--- src/rtl/pwr_mode_pkg.sv ---
package pwr_mode_pkg;

    typedef enum logic [2:0] {
        PM_ACTIVE = 3'd0,
        PM_SLP0   = 3'd1,
        PM_SLP3   = 3'd2,
        PM_SLP4   = 3'd3,
        PM_SHD35  = 3'd4,
        PM_SHD45  = 3'd5
    } pm_mode_e;

    typedef enum logic [1:0] {
        SQ_RUN,
        SQ_SLEEP,
        SQ_WAKE,
        SQ_ISR
    } sq_state_e;

    localparam int NCLK = 8;

    typedef struct packed {
        logic            core_on;
        logic            io_hold;
        logic            bkup_on;
        logic            ram_on;
        logic            fram_on;
        logic [NCLK-1:0] clk_en;
        logic            mclk_en;
    } pm_gate_t;

    function automatic logic is_sleep_code(input logic [2:0] c);
        return (c >= 3'd1) && (c <= 3'd5);
    endfunction

    function automatic logic is_shutdown(input pm_mode_e m);
        return (m == PM_SHD35) || (m == PM_SHD45);
    endfunction

    // clock class: 0 = fast group, 1 = aux/ref group, 2 = low-frequency group
    function automatic int clk_class(input int idx);
        return (idx < 4) ? 0 : ((idx < 6) ? 1 : 2);
    endfunction

endpackage

--- src/rtl/pwr_wake_qual.sv ---
module pwr_wake_qual
    import pwr_mode_pkg::*;
(
    input  pm_mode_e mode,
    input  logic     irq_evt,
    input  logic     io_evt,
    input  logic     rtc_evt,
    output logic     hit
);
    always_comb begin
        case (mode)
            PM_SLP0, PM_SLP3: hit = irq_evt | io_evt | rtc_evt;
            PM_SLP4:          hit = io_evt;
            PM_SHD35:         hit = io_evt | rtc_evt;
            PM_SHD45:         hit = io_evt;
            default:          hit = 1'b0;
        endcase
    end
endmodule

--- src/rtl/pwr_gate_map.sv ---
module pwr_gate_map
    import pwr_mode_pkg::*;
(
    input  pm_mode_e        mode,
    input  logic [NCLK-1:0] clk_req,
    input  logic            lf_req,
    output pm_gate_t        gate
);
    logic [2:0] m;
    logic       lvl_fast;
    logic       lvl_aux;
    logic       lvl_lf;

    assign m        = mode;
    assign lvl_fast = (m <= 3'd1);
    assign lvl_aux  = (m <= 3'd2);
    assign lvl_lf   = (m <= 3'd2) || (mode == PM_SHD35) || ((mode == PM_SLP4) && lf_req);

    for (genvar i = 0; i < NCLK; i++) begin : g_clk
        if (clk_class(i) == 0) begin : g_fast
            assign gate.clk_en[i] = clk_req[i] & lvl_fast;
        end else if (clk_class(i) == 1) begin : g_aux
            assign gate.clk_en[i] = clk_req[i] & lvl_aux;
        end else begin : g_lf
            assign gate.clk_en[i] = clk_req[i] & lvl_lf;
        end
    end

    assign gate.mclk_en = (mode == PM_ACTIVE);
    assign gate.fram_on = lvl_fast;
    assign gate.ram_on  = (m <= 3'd3);
    assign gate.bkup_on = (mode != PM_SHD45);
    assign gate.io_hold = (m >= 3'd2);
    assign gate.core_on = (m <= 3'd3);
endmodule

--- src/rtl/pwr_wake_timer.sv ---
module pwr_wake_timer #(
    parameter int W = 8
) (
    input  logic         clk,
    input  logic         rst,
    input  logic         load,
    input  logic [W-1:0] load_val,
    input  logic         dec,
    output logic         zero
);
    logic [W-1:0] cnt;

    always_ff @(posedge clk) begin
        if (rst)       cnt <= '0;
        else if (load) cnt <= load_val;
        else if (dec)  cnt <= cnt - 1'b1;
    end

    assign zero = (cnt == '0);
endmodule

--- src/rtl/pwr_mode_seq.sv ---
module pwr_mode_seq
    import pwr_mode_pkg::*;
#(
    parameter int LAT_S0  = 0,
    parameter int LAT_S34 = 2500,
    parameter int LAT_SHD = 87500
) (
    input  logic            clk,
    input  logic            rst,
    input  logic            req_valid,
    input  logic [2:0]      req_mode,
    input  logic            irq_evt,
    input  logic            io_evt,
    input  logic            rtc_evt,
    input  logic            irq_ret,
    input  logic [NCLK-1:0] clk_req,
    input  logic            lf_req,
    output logic            mclk_en,
    output logic [NCLK-1:0] clk_en,
    output logic            fram_on,
    output logic            ram_on,
    output logic            bkup_on,
    output logic            io_hold,
    output logic            core_on,
    output logic            core_rst,
    output logic [2:0]      mode_stat,
    output logic            wake_done
);
    localparam int MAXLAT = (LAT_SHD > LAT_S34) ? ((LAT_SHD > LAT_S0) ? LAT_SHD : LAT_S0)
                                                : ((LAT_S34 > LAT_S0) ? LAT_S34 : LAT_S0);
    localparam int CW = (MAXLAT < 2) ? 1 : $clog2(MAXLAT + 1);

    sq_state_e st;
    pm_mode_e  cur_mode;
    pm_mode_e  req_m;
    pm_mode_e  eff_mode;
    logic      wake_done_q;
    logic      core_rst_q;
    logic      req_hit;
    logic      slp_hit;
    logic      req_ok;
    logic      t_zero;
    logic      t_load;
    logic      t_dec;
    logic      lat_zero;
    logic [CW-1:0] lat_sel;
    pm_gate_t  gate;

    function automatic logic [CW-1:0] lat_of(input pm_mode_e m);
        case (m)
            PM_SLP0:           return CW'(LAT_S0);
            PM_SLP3, PM_SLP4:  return CW'(LAT_S34);
            PM_SHD35, PM_SHD45: return CW'(LAT_SHD);
            default:           return '0;
        endcase
    endfunction

    assign req_m    = pm_mode_e'(req_mode);
    assign req_ok   = (st == SQ_RUN) && req_valid && is_sleep_code(req_mode);
    assign lat_sel  = lat_of(cur_mode);
    assign lat_zero = (lat_sel == '0);
    assign t_load   = (st == SQ_SLEEP) && slp_hit && !lat_zero;
    assign t_dec    = (st == SQ_WAKE) && !t_zero;

    pwr_wake_qual u_req_qual (
        .mode(req_m), .irq_evt(irq_evt), .io_evt(io_evt), .rtc_evt(rtc_evt), .hit(req_hit)
    );

    pwr_wake_qual u_slp_qual (
        .mode(cur_mode), .irq_evt(irq_evt), .io_evt(io_evt), .rtc_evt(rtc_evt), .hit(slp_hit)
    );

    pwr_wake_timer #(.W(CW)) u_timer (
        .clk(clk), .rst(rst), .load(t_load), .load_val(lat_sel - 1'b1),
        .dec(t_dec), .zero(t_zero)
    );

    always_ff @(posedge clk) begin
        if (rst) begin
            st          <= SQ_RUN;
            cur_mode    <= PM_ACTIVE;
            wake_done_q <= 1'b0;
            core_rst_q  <= 1'b0;
        end else begin
            wake_done_q <= 1'b0;
            core_rst_q  <= 1'b0;
            case (st)
                SQ_RUN: begin
                    if (req_ok) begin
                        if (req_hit) begin
                            wake_done_q <= 1'b1;
                        end else begin
                            st       <= SQ_SLEEP;
                            cur_mode <= req_m;
                        end
                    end
                end
                SQ_SLEEP, SQ_WAKE: begin
                    if ((st == SQ_SLEEP && slp_hit && lat_zero) || (st == SQ_WAKE && t_zero)) begin
                        wake_done_q <= 1'b1;
                        if (is_shutdown(cur_mode)) begin
                            core_rst_q <= 1'b1;
                            st         <= SQ_RUN;
                            cur_mode   <= PM_ACTIVE;
                        end else begin
                            st <= SQ_ISR;
                        end
                    end else if (st == SQ_SLEEP && slp_hit) begin
                        st <= SQ_WAKE;
                    end
                end
                SQ_ISR: begin
                    if (irq_ret) st <= SQ_SLEEP;
                end
                default: st <= SQ_RUN;
            endcase
        end
    end

    assign eff_mode = (st == SQ_SLEEP || st == SQ_WAKE) ? cur_mode : PM_ACTIVE;

    pwr_gate_map u_gate (
        .mode(eff_mode), .clk_req(clk_req), .lf_req(lf_req), .gate(gate)
    );

    assign mclk_en   = gate.mclk_en;
    assign clk_en    = gate.clk_en;
    assign fram_on   = gate.fram_on;
    assign ram_on    = gate.ram_on;
    assign bkup_on   = gate.bkup_on;
    assign io_hold   = gate.io_hold;
    assign core_on   = gate.core_on;
    assign core_rst  = core_rst_q;
    assign wake_done = wake_done_q;
    assign mode_stat = eff_mode;

    AST_MCLK_ONLY_ACTIVE: assert property (@(posedge clk) disable iff (rst) (mode_stat != 3'd0) |-> !mclk_en);
    AST_RST_WITH_DONE: assert property (@(posedge clk) disable iff (rst) core_rst |-> wake_done);
    AST_DONE_ONE_CYCLE: assert property (@(posedge clk) disable iff (rst) wake_done |=> !wake_done);
    AST_FRAM_OFF_DEEP: assert property (@(posedge clk) disable iff (rst) (mode_stat >= 3'd2) |-> !fram_on);
    AST_CORE_OFF_SHD: assert property (@(posedge clk) disable iff (rst) !core_on |-> (mode_stat >= 3'd4));
    AST_RET_SAME_MODE: assert property (@(posedge clk) disable iff (rst)
        (st == SQ_ISR && irq_ret) |=> (mode_stat == $past(cur_mode)));
    AST_SLEEP_REQ_IGNORED: assert property (@(posedge clk) disable iff (rst)
        (st == SQ_SLEEP && !slp_hit) |=> (mode_stat == $past(mode_stat)));
endmodule

--- config.mk ---
export PLATFORM = sky130hd
export DESIGN_NAME = pwr_mode_seq
export DESIGN_NICKNAME = d
export VERILOG_FILES = /design/src/rtl/pwr_mode_pkg.sv /design/src/rtl/pwr_wake_qual.sv /design/src/rtl/pwr_gate_map.sv /design/src/rtl/pwr_wake_timer.sv /design/src/rtl/pwr_mode_seq.sv
export SDC_FILE = /design/constraint.sdc
export NUM_CORES = 1
export LEC_CHECK = 0
export ABC_AREA = 1
export BUFFER_PORTS_ARGS = -buffer_cell sky130_fd_sc_hd__clkbuf_2
export CAP_MARGIN = 10
export CORE_MARGIN = 3
export CORE_UTILIZATION = 31
export CTS_BUF_LIST = sky130_fd_sc_hd__clkbuf_16
export DETAILED_ROUTE_END_ITERATION = 6
export HOLD_SLACK_MARGIN = 0.08
export PLACE_DENSITY = 0.55
export SYNTH_ARGS = -nofsm -noshare
export SYNTH_HDL_FRONTEND = slang
export SYNTH_SLANG_ARGS = --single-unit
--- constraint.sdc ---
create_clock -name clk -period 2.49 [get_ports clk]
set_input_delay 0 -clock clk [delete_from_list [all_inputs] [get_ports clk]]
set_output_delay 0 -clock clk [all_outputs]
set_load 0.01 [all_outputs]
### After elaboration in Yosys (flattened, before gate mapping)

Index checks and enable logic that the tools add are counted.

* register bits: 24
* input port bits: 19

* add/subtract/negate cells: 2
* order comparisons: 6
* equality and inequality tests: 22
* muxes and demuxes: 23
* bitwise logic cells: 13
* reductions and logical operators: 32

Operators with widths (number)
* 17-bit zero test: 2
* 17-bit 2-to-1 mux: 2
* 17-bit case mux with 2 select lines: 1
* 17-bit by 1-bit subtractor with 17-bit output, second input constant: 2
* 3-bit by 2-bit equality test with 1-bit output, second input constant: 5
* 3-bit equality test, second input constant: 5
* 3-bit 2-to-1 mux: 5
* 2-bit OR reduction: 7
* 2-bit 2-to-1 mux: 6
* 2-bit != test, second input constant: 5
* 1-bit logical AND: 9
* 1-bit AND: 8
* 3-bit by 1-bit equality test with 1-bit output, second input constant: 2
* 3-bit by 2-bit <= comparator with 1-bit output, second input constant: 2
* 3-bit != test, second input constant: 2
* 1-bit case mux with 3 select lines: 2
* 2-bit case mux with 3 select lines: 1
* 3-bit case mux with 2 select lines: 1
* 1-bit logical OR: 5
* 5-bit AND reduction: 1
* 2-bit equality test, second input constant: 2
* 1-bit 2-to-1 mux: 4
* 4-bit AND reduction: 1
* 2-bit nonzero test: 2
* 12 further kinds: 16

### Depth between registers and ports, before layout

Gate-level depths: netlist (run 1).

* depth after elaboration: 8
* mapped depth: 18
* depth with buffers taken out: 17

### Modules after synthesis

Synthesis (run 1) repeated with hierarchy kept, for this count alone.

* cells, all modules: 314
* area total of the unflattened synthesis: 1954.4 sq um

Modules (own cells, without submodules)
* pwr_wake_timer: instances 1, cells each 167, area an instance 1146.1 sq um, sequential area each 340.3 sq um
* pwr_mode_seq: instances 1, cells each 90, area an instance 553.0 sq um, sequential area each 140.1 sq um
* pwr_gate_map: instances 1, cells each 31, area an instance 137.6 sq um, sequential area each 0.0 sq um
* pwr_wake_qual: instances 2, cells each 13, area an instance 58.8 sq um, sequential area each 0.0 sq um

### Worst setup path before layout (run 1)

Ideal clock, no wire load.

* path type: reg2reg
* from: register cur_mode[2]
* to: register u_timer.cnt[14]
* setup time: 0.109 ns
* arrival time: 1.997 ns
* setup slack: 0.384 ns
* stages on the path, launching flop included: 18
* buffers on the path: 1
* period minus slack after synthesis: 2.106 ns
* cells stage by stage: dfxtp_1 > inv_2 > nor2_2 > nand3b_1 > nand3_2 > nand3_4 > buf_2 > nand2_1 > ha_1 > inv_1 > nor2_1 > nand3_2 > nor2_2 > nand2_1 > nand2_1 > nand3_1 > nand2_1 > inv_1

* cells in the longest elaborated chain, start to end: 7
* elaborated cells between the ends (all ways): 18
* classes of those cells: 1 x add/sub; 5 x eq/ne; 3 x mux; 9 x reduce/logical

Ends and longest elaborated chain
* start, declared: RTL line pwr_mode_seq.sv:34 `pm_mode_e cur_mode;`
* start signal, assigned: RTL line pwr_mode_seq.sv:94 `cur_mode <= req_m;`
* parallel branches: the longest is 7 deep, another holds 17-bit by 1-bit subtractor with 17-bit output
* end signal, assigned: RTL line pwr_wake_timer.sv:15 `else if (load) cnt <= load_val;`
* end signal, assigned: RTL line pwr_wake_timer.sv:16 `else if (dec) cnt <= cnt - 1'b1;`
* end, declared: RTL line pwr_wake_timer.sv:11 `logic [W-1:0] cnt;`

Parallel ways; which one is timed is not known.
A chain may end at the register's enable or synchronous reset.

### Final worst setup path (run 1)

Ends and elaborated chain as after synthesis.

==> impl_metrics.py, run 1 <==
metrics = {
    "timing": {
        "setup_viol": 0,
        "whs_ps": 112,
        "fmax_mhz": 455,
        "period_minus_slack_ps": 2200,
        "hold_violations": 0,
        "final.setup.tns_ps": 0,
        "slew_headroom": 0.582,
        "rsz0062_at_grt": "no",
        "fin_ws_ps": 291,
        "worst_pin_slew_ps": 626,
        "skew_ps": 1.40,
        "fin_crit_sh": 0.883,
        "drv_slew": 0,
    },
    "layout": {
        "area_growth_pct": 21.1,
        "fin_nets": 381,
        "diodes": 0,
        "drive_gt1_frac": 0.174,
        "nFillCells": 607,
    },
    "worst_setup_path": {
        "cp_common_cell": "nand2_1",
        "cp_cell_sequence": "inv_2 -> nor2_4 -> nand3b_1 -> nand3_2 -> nand3_4 -> nand2_1 -> ha_1 -> inv_1 -> nor2_1 -> nand3_2 -> nor2_2 -> nand2_1 -> nand2_1 -> nand3_1 -> nand2_1 -> inv_1",
        "start_kind": "register",
        "cp_max_fo": 8,
        "path_delay_family": "simple AND/OR/NAND/NOR gates",
        "cp_num_buf_inv": 3,
        "critPathKind": "register to register",
        "cp.required_ps": 2650,
        "arrival_ps": 2360,
        "critical-path-max-stage-delay_ps": 370,
        "cp_slowest_cell": "dfxtp_2",
        "endpoint_kind": "register",
    },
    "floorplan": {
        "pin_count": 38,
        "die_h_um": 83.3,
        "die_w_um": 83.3,
        "row_count": 27,
        "start_util": 0.329,
        "floorplan.die_area_um2": 6950,
        "core_region_area_um2": 5640,
    },
    "pwr": {
        "powerDensity_nw_per_um2": 1540,
        "leakagePower_nw": 1.28,
        "ir_worst_vdd_mv": 0.453,
        "power_mw": 3.45,
    },
    "yosys": {
        "synth_common_cells": "nand2_1 (75), inv_1 (60), nor2_1 (45), nand3_1 (29), dfxtp_1 (24)",
        "yosys_most_used_dff": "dfxtp_1",
        "ys_ff_latch": 24,
        "netlist_area_um2": 1850,
        "yosysTopAreaCellShare": 0.259,
        "synth-edff-count": 0,
        "syn_area_per_cell_um2": 5.91,
        "ys_warn_count": 0,
        "async_flop_share": 0,
        "ys_types": 29,
        "yosysTopAreaCell": "dfxtp_1",
        "synth_most_common_cell": "nand2_1",
        "synthTopCellsByArea": "dfxtp_1 (26%), nand2_1 (15%), inv_1 (12%), nor2_1 (9.1%), nand3_1 (7.8%)",
        "syn_inst": 314,
        "synth_nets": 338,
        "synth-seq-area-share": 0.259,
    },
    "clock_tree": {
        "cts_tree": "built",
        "clkSlewWorstSetupHoldPaths_ps": 60,
        "clock_sinks": 24,
        "cts_root_buf": "clkbuf_16",
        "cts_buffers": 3,
        "clk_latency_ps": 260,
        "clockBufferDepth": 2,
        "htreeDepth": 1,
    },
    "global_routing": {
        "track_usage": 0.142,
        "antenna_found_initial": 0,
        "overflow": 0,
        "first_global_vias": 1793,
        "grt_pass1_wl_um": 8290,
        "grt_max_degree": 20,
    },
    "run_status": {
        "outcome": "finished clean",
    },
    "drt": {
        "wire_per_inst_um": 10.9,
        "vias": 1983,
        "finalWirelength_um": 4650,
        "antenna_left": 0,
        "first_pass_iters": 4,
        "drc": 0,
        "avgViaCountPerCell": 4.63,
        "drt_iter0_drc": 101,
    },
    "placement": {
        "gp_congestion": 0.867,
        "dp_hpwl_um": 3740,
        "io_buffers": 37,
        "pre_cts_ws_ps": 195,
    },
    "hold_path": {
        "hold_path_class": "primary input to register",
    },
    "flow_run": {
        "drv_cap": 0,
    },
}
-- cells in the final DEF (no fill, tap or decap) --
cell / n
a211oi_1: 2
a21oi_1: 9
a31oi_1: 4
and3_1: 1
buf_4: 4
clkbuf_16: 3
clkbuf_2: 37
clkinv_1: 1
dfxtp_1: 21
dfxtp_2: 3
dlygate4sd3_1: 4
ha_1: 5
inv_1: 60
inv_2: 1
nand2_1: 75
nand2_2: 1
nand3_1: 29
nand3_2: 6
nand3_4: 2
nand3b_1: 1
nand4_1: 4
nor2_1: 45
nor2_2: 2
nor2_4: 1
nor3_1: 9
nor3_4: 1
o211ai_1: 2
o21a_1: 1
o21ai_0: 18
o21ai_1: 2
o21ai_2: 1
xnor2_1: 1
-- flip-flops by register name, summed over array words and instances, names as in the netlist --
signal,cells
u_timer.cnt,17
st,2
wake_done,1
core_rst,1
cur_mode,3
-- metrics by stage --
| stage | util | area, µm² | std cells |
|---|---|---|---|
| after floorplan | - | 1850 | 314 |
| after global placement | 0.375 | 2120 | 420 |
| after detailed placement | 0.375 | 2120 | 420 |
| after CTS | 0.397 | 2240 | 428 |
| after global routing | 0.398 | 2250 | 428 |
| final | 0.398 | 2250 | 428 |
-- final timing paths --
path	startpoint	to	slack [ps]	cells after the start
worst min-delay path	req_mode[2]	cur_mode[2]	110	5
worst min register to register	cur_mode[2]	cur_mode[2]	520	2
worst max-delay path	cur_mode[2]	u_timer.cnt[14]	290	16
worst max register to register	cur_mode[2]	u_timer.cnt[14]	290	16
-- power by group --
part	switching [mW]	internal, mW	leakage [nW]	total, mW
registers	0.128	0.551	0.197	0.679
clock network	0.141	0.215	0.0385	0.355
logic	1.55	0.864	1.05	2.42
total	1.82	1.63	1.28	3.45
-- cell families after synthesis --
group           after synthesis  share of synthesized area
xor+xnor                      1                    0.00472
simple gates                177                      0.440
compound gates               39                      0.117
flops                        24                      0.259
buf+inv                      68                      0.146
fa+ha+maj                     5                     0.0337
-- tightest hold or removal path, delay by kind of cell --
kind,cells,cell delay [ps]
and+or+nand+nor,4,210
buffers and inverters,1,130
-- routing by layer --
| layer | wire, µm | share of wire | global-route usage |
|---|---|---|---|
| met4 | 14 | 0.0030 | 0.0223 |
| met1 | 2160 | 0.46 | 0.185 |
| met3 | 158 | 0.034 | 0.0268 |
| met5 | 0 | 0 | 0 |
| met2 | 2320 | 0.50 | 0.246 |
-- cell type report --
cell class / count / area [µm²] / area share
Multi-Input combinational cell: 222 / 1110 / 0.494
Timing Repair Buffer: 45 / 255 / 0.114
Inverter: 61 / 229 / 0.102
Clock buffer: 3 / 75.1 / 0.0334
Tap cell: 72 / 90.1 / 0.0401
Sequential cell: 24 / 484 / 0.216
Clock inverter: 1 / 3.75 / 0.00167
-- repair_timing --
action / 4_1_cts / 5_1_grt
hold buffers: 4 / 0
setup endpoints to repair: 0 / 4
gates resized for setup: 0 / 4
setup buffers: 0 / 0
endpoints found under the hold margin: 7 / 0
Power figures use the tool's default switching activity.
==> run 2, diff against run 1 <==
Settings changed: CELL_PAD_IN_SITES_DETAIL_PLACEMENT set to 1, CELL_PAD_IN_SITES_GLOBAL_PLACEMENT set to 1, CORE_ASPECT_RATIO set to 1.1, PLACE_DENSITY 0.55 to 0.73.
==> impl_metrics.py, run 2 (synthesis gave the netlist of run 1 again) <==
metrics = {
    "run_status": {
        "outcome": "finished clean",
    },
    "drt": {
        "avgViaCountPerCell": 4.73,
        "drt_iter0_drc": 51,
        "vias": 2039,
        "first_pass_iters": 4,
        "finalWirelength_um": 5400,
        "wire_per_inst_um": 12.5,
        "antenna_left": 0,
        "drc": 0,
    },
    "hold_path": {
        "hold_path_startpoint": "req_mode[0]",
        "hold_path_class": "primary input to register",
        "hold_depth": 5,
        "min_to": "cur_mode[0]",
    },
    "pwr": {
        "switching_share": 0.524,
        "p_comb_frac": 0.685,
        "powerDensity_nw_per_um2": 1610,
        "p_int_mw": 1.75,
        "clockPowerShare": 0.128,
        "ir_worst_vdd_mv": 0.763,
        "leakagePower_nw": 1.30,
        "seq_power_share": 0.187,
        "power.net_switching_mw": 1.93,
    },
    "placement": {
        "dp_hpwl_um": 4340,
        "io_buffers": 37,
        "pre_cts_ws_ps": 90.3,
        "gp_congestion": 0.839,
    },
    "layout": {
        "drive_gt1_frac": 0.183,
        "fin_util": 0.409,
        "largest_reg_flops": 17,
        "area_growth_pct": 23.0,
        "top_register": "u_timer.cnt",
        "fin_nets": 381,
        "final_cell_mix": "nand2_1 (74), inv_1 (60), nor2_1 (45)",
        "layout_commonest_cell": "nand2_1",
        "nFillCells": 758,
        "diodes": 0,
        "reg_top3": "u_timer.cnt x17, cur_mode x3, st x2",
    },
    "worst_setup_path": {
        "cp.required_ps": 2700,
        "cp_slowest_cell": "dlygate4sd3_1",
        "endpoint_kind": "register",
        "cp_cell_sequence": "nor2_1 -> nand3_1 -> nor3_1 -> nand4_1 -> o21ai_0 -> nand2_1 -> a211oi_1 -> dlygate4sd3_1",
        "cp_max_fo": 3,
        "critPathKind": "register to register",
        "cp_num_buf_inv": 1,
        "reg2regPathDepth": 8,
        "critical-path-max-stage-delay_ps": 580,
        "arrival_ps": 2450,
        "path_delay_family": "simple AND/OR/NAND/NOR gates",
        "r2r-start": "u_timer.cnt[9]",
        "start_kind": "register",
        "worstReg2RegEnd": "wake_done",
        "reg2reg_setup_slack_ps": 250,
    },
    "global_routing": {
        "antenna_found_initial": 0,
        "grt_max_degree": 20,
        "first_global_vias": 1998,
        "overflow": 0,
        "grt_pass1_wl_um": 9240,
        "track_usage": 0.165,
    },
    "timing": {
        "whs_ps": 71.7,
        "fmax_mhz": 446,
        "period_minus_slack_ps": 2240,
        "fin_ws_ps": 246,
        "drv_slew": 0,
        "slew_headroom": 0.584,
        "final.setup.tns_ps": 0,
        "rsz0062_at_grt": "no",
        "fin_crit_sh": 0.901,
        "worst_pin_slew_ps": 623,
        "skew_ps": 3.50,
        "setup_viol": 0,
        "hold_violations": 0,
    },
    "clock_tree": {
        "htreeDepth": 1,
        "clock_sinks": 24,
        "clk_latency_ps": 260,
        "cts_buffers": 3,
        "clkSlewWorstSetupHoldPaths_ps": 70,
        "cts_tree": "built",
        "clockBufferDepth": 2,
        "cts_root_buf": "clkbuf_16",
    },
    "flow_run": {
        "drv_cap": 0,
    },
    "floorplan": {
        "die_w_um": 79.7,
        "row_count": 28,
        "core_region_area_um2": 5570,
        "floorplan.die_area_um2": 6950,
        "pin_count": 38,
        "start_util": 0.333,
        "die_h_um": 87.1,
    },
}
run 2: worst max-delay path by stage:
stage                              start              end  slack, ps  depth (start not counted)
after floorplan              cur_mode[2]  u_timer.cnt[14]        380                         17
after global placement       cur_mode[2]  u_timer.cnt[14]        230                         16
after detailed placement     cur_mode[2]  u_timer.cnt[14]         90                         16
after CTS                    cur_mode[2]  u_timer.cnt[14]         60                         16
after global routing      u_timer.cnt[9]        wake_done         20                          8
final                     u_timer.cnt[9]        wake_done        250                          8
run 2: layout make-up:
cell class              instances  area (µm²)  share of cell area
clock buffers                   3        75.1              0.0329
clock inverters                 1        30.0              0.0132
inverters                      61         229               0.100
multi-input cells             222        1120               0.489
flip-flops and latches         24         484               0.212
well taps                      75        93.8              0.0411
repair buffers                 45         253               0.111
run 2: stage by stage:
step / instance area (µm²) / std cells / power [mW]
global route: 2280 / 431 / 4.10
floorplan: 1850 / 314 / 2.54
global placement: 2120 / 423 / 3.10
detailed placement: 2120 / 423 / 3.14
CTS: 2260 / 430 / 3.65
finish: 2280 / 431 / 3.68
run 2: worst min-delay path, delay by kind of cell:
kind	cells	cell delay (ps)
and+or+nand+nor	4	190
buffers and inverters	1	110
run 2: per-layer routing:
metal  track usage  share of wire
met3        0.0217          0.015
met4        0.0276         0.0057
met2         0.275           0.47
met1         0.230           0.51
met5             0              0
run 2: power by group through the flow:
stage | combinational (mW) | sequential, mW | clock [mW]
global placement | 2.42 | 0.681 | 0
finish | 2.52 | 0.689 | 0.472
detailed placement | 2.46 | 0.686 | 0
CTS | 2.48 | 0.677 | 0.488
floorplan | 1.89 | 0.647 | 0
global route | 2.89 | 0.709 | 0.501
run 2: what timing repair did:
item / CTS / global route
hold buffers: 3 / 0
endpoints found under the hold margin: 5 / 0
setup buffers: 0 / 1
endpoints found under the setup margin: 0 / 9
gates resized for setup: 0 / 6
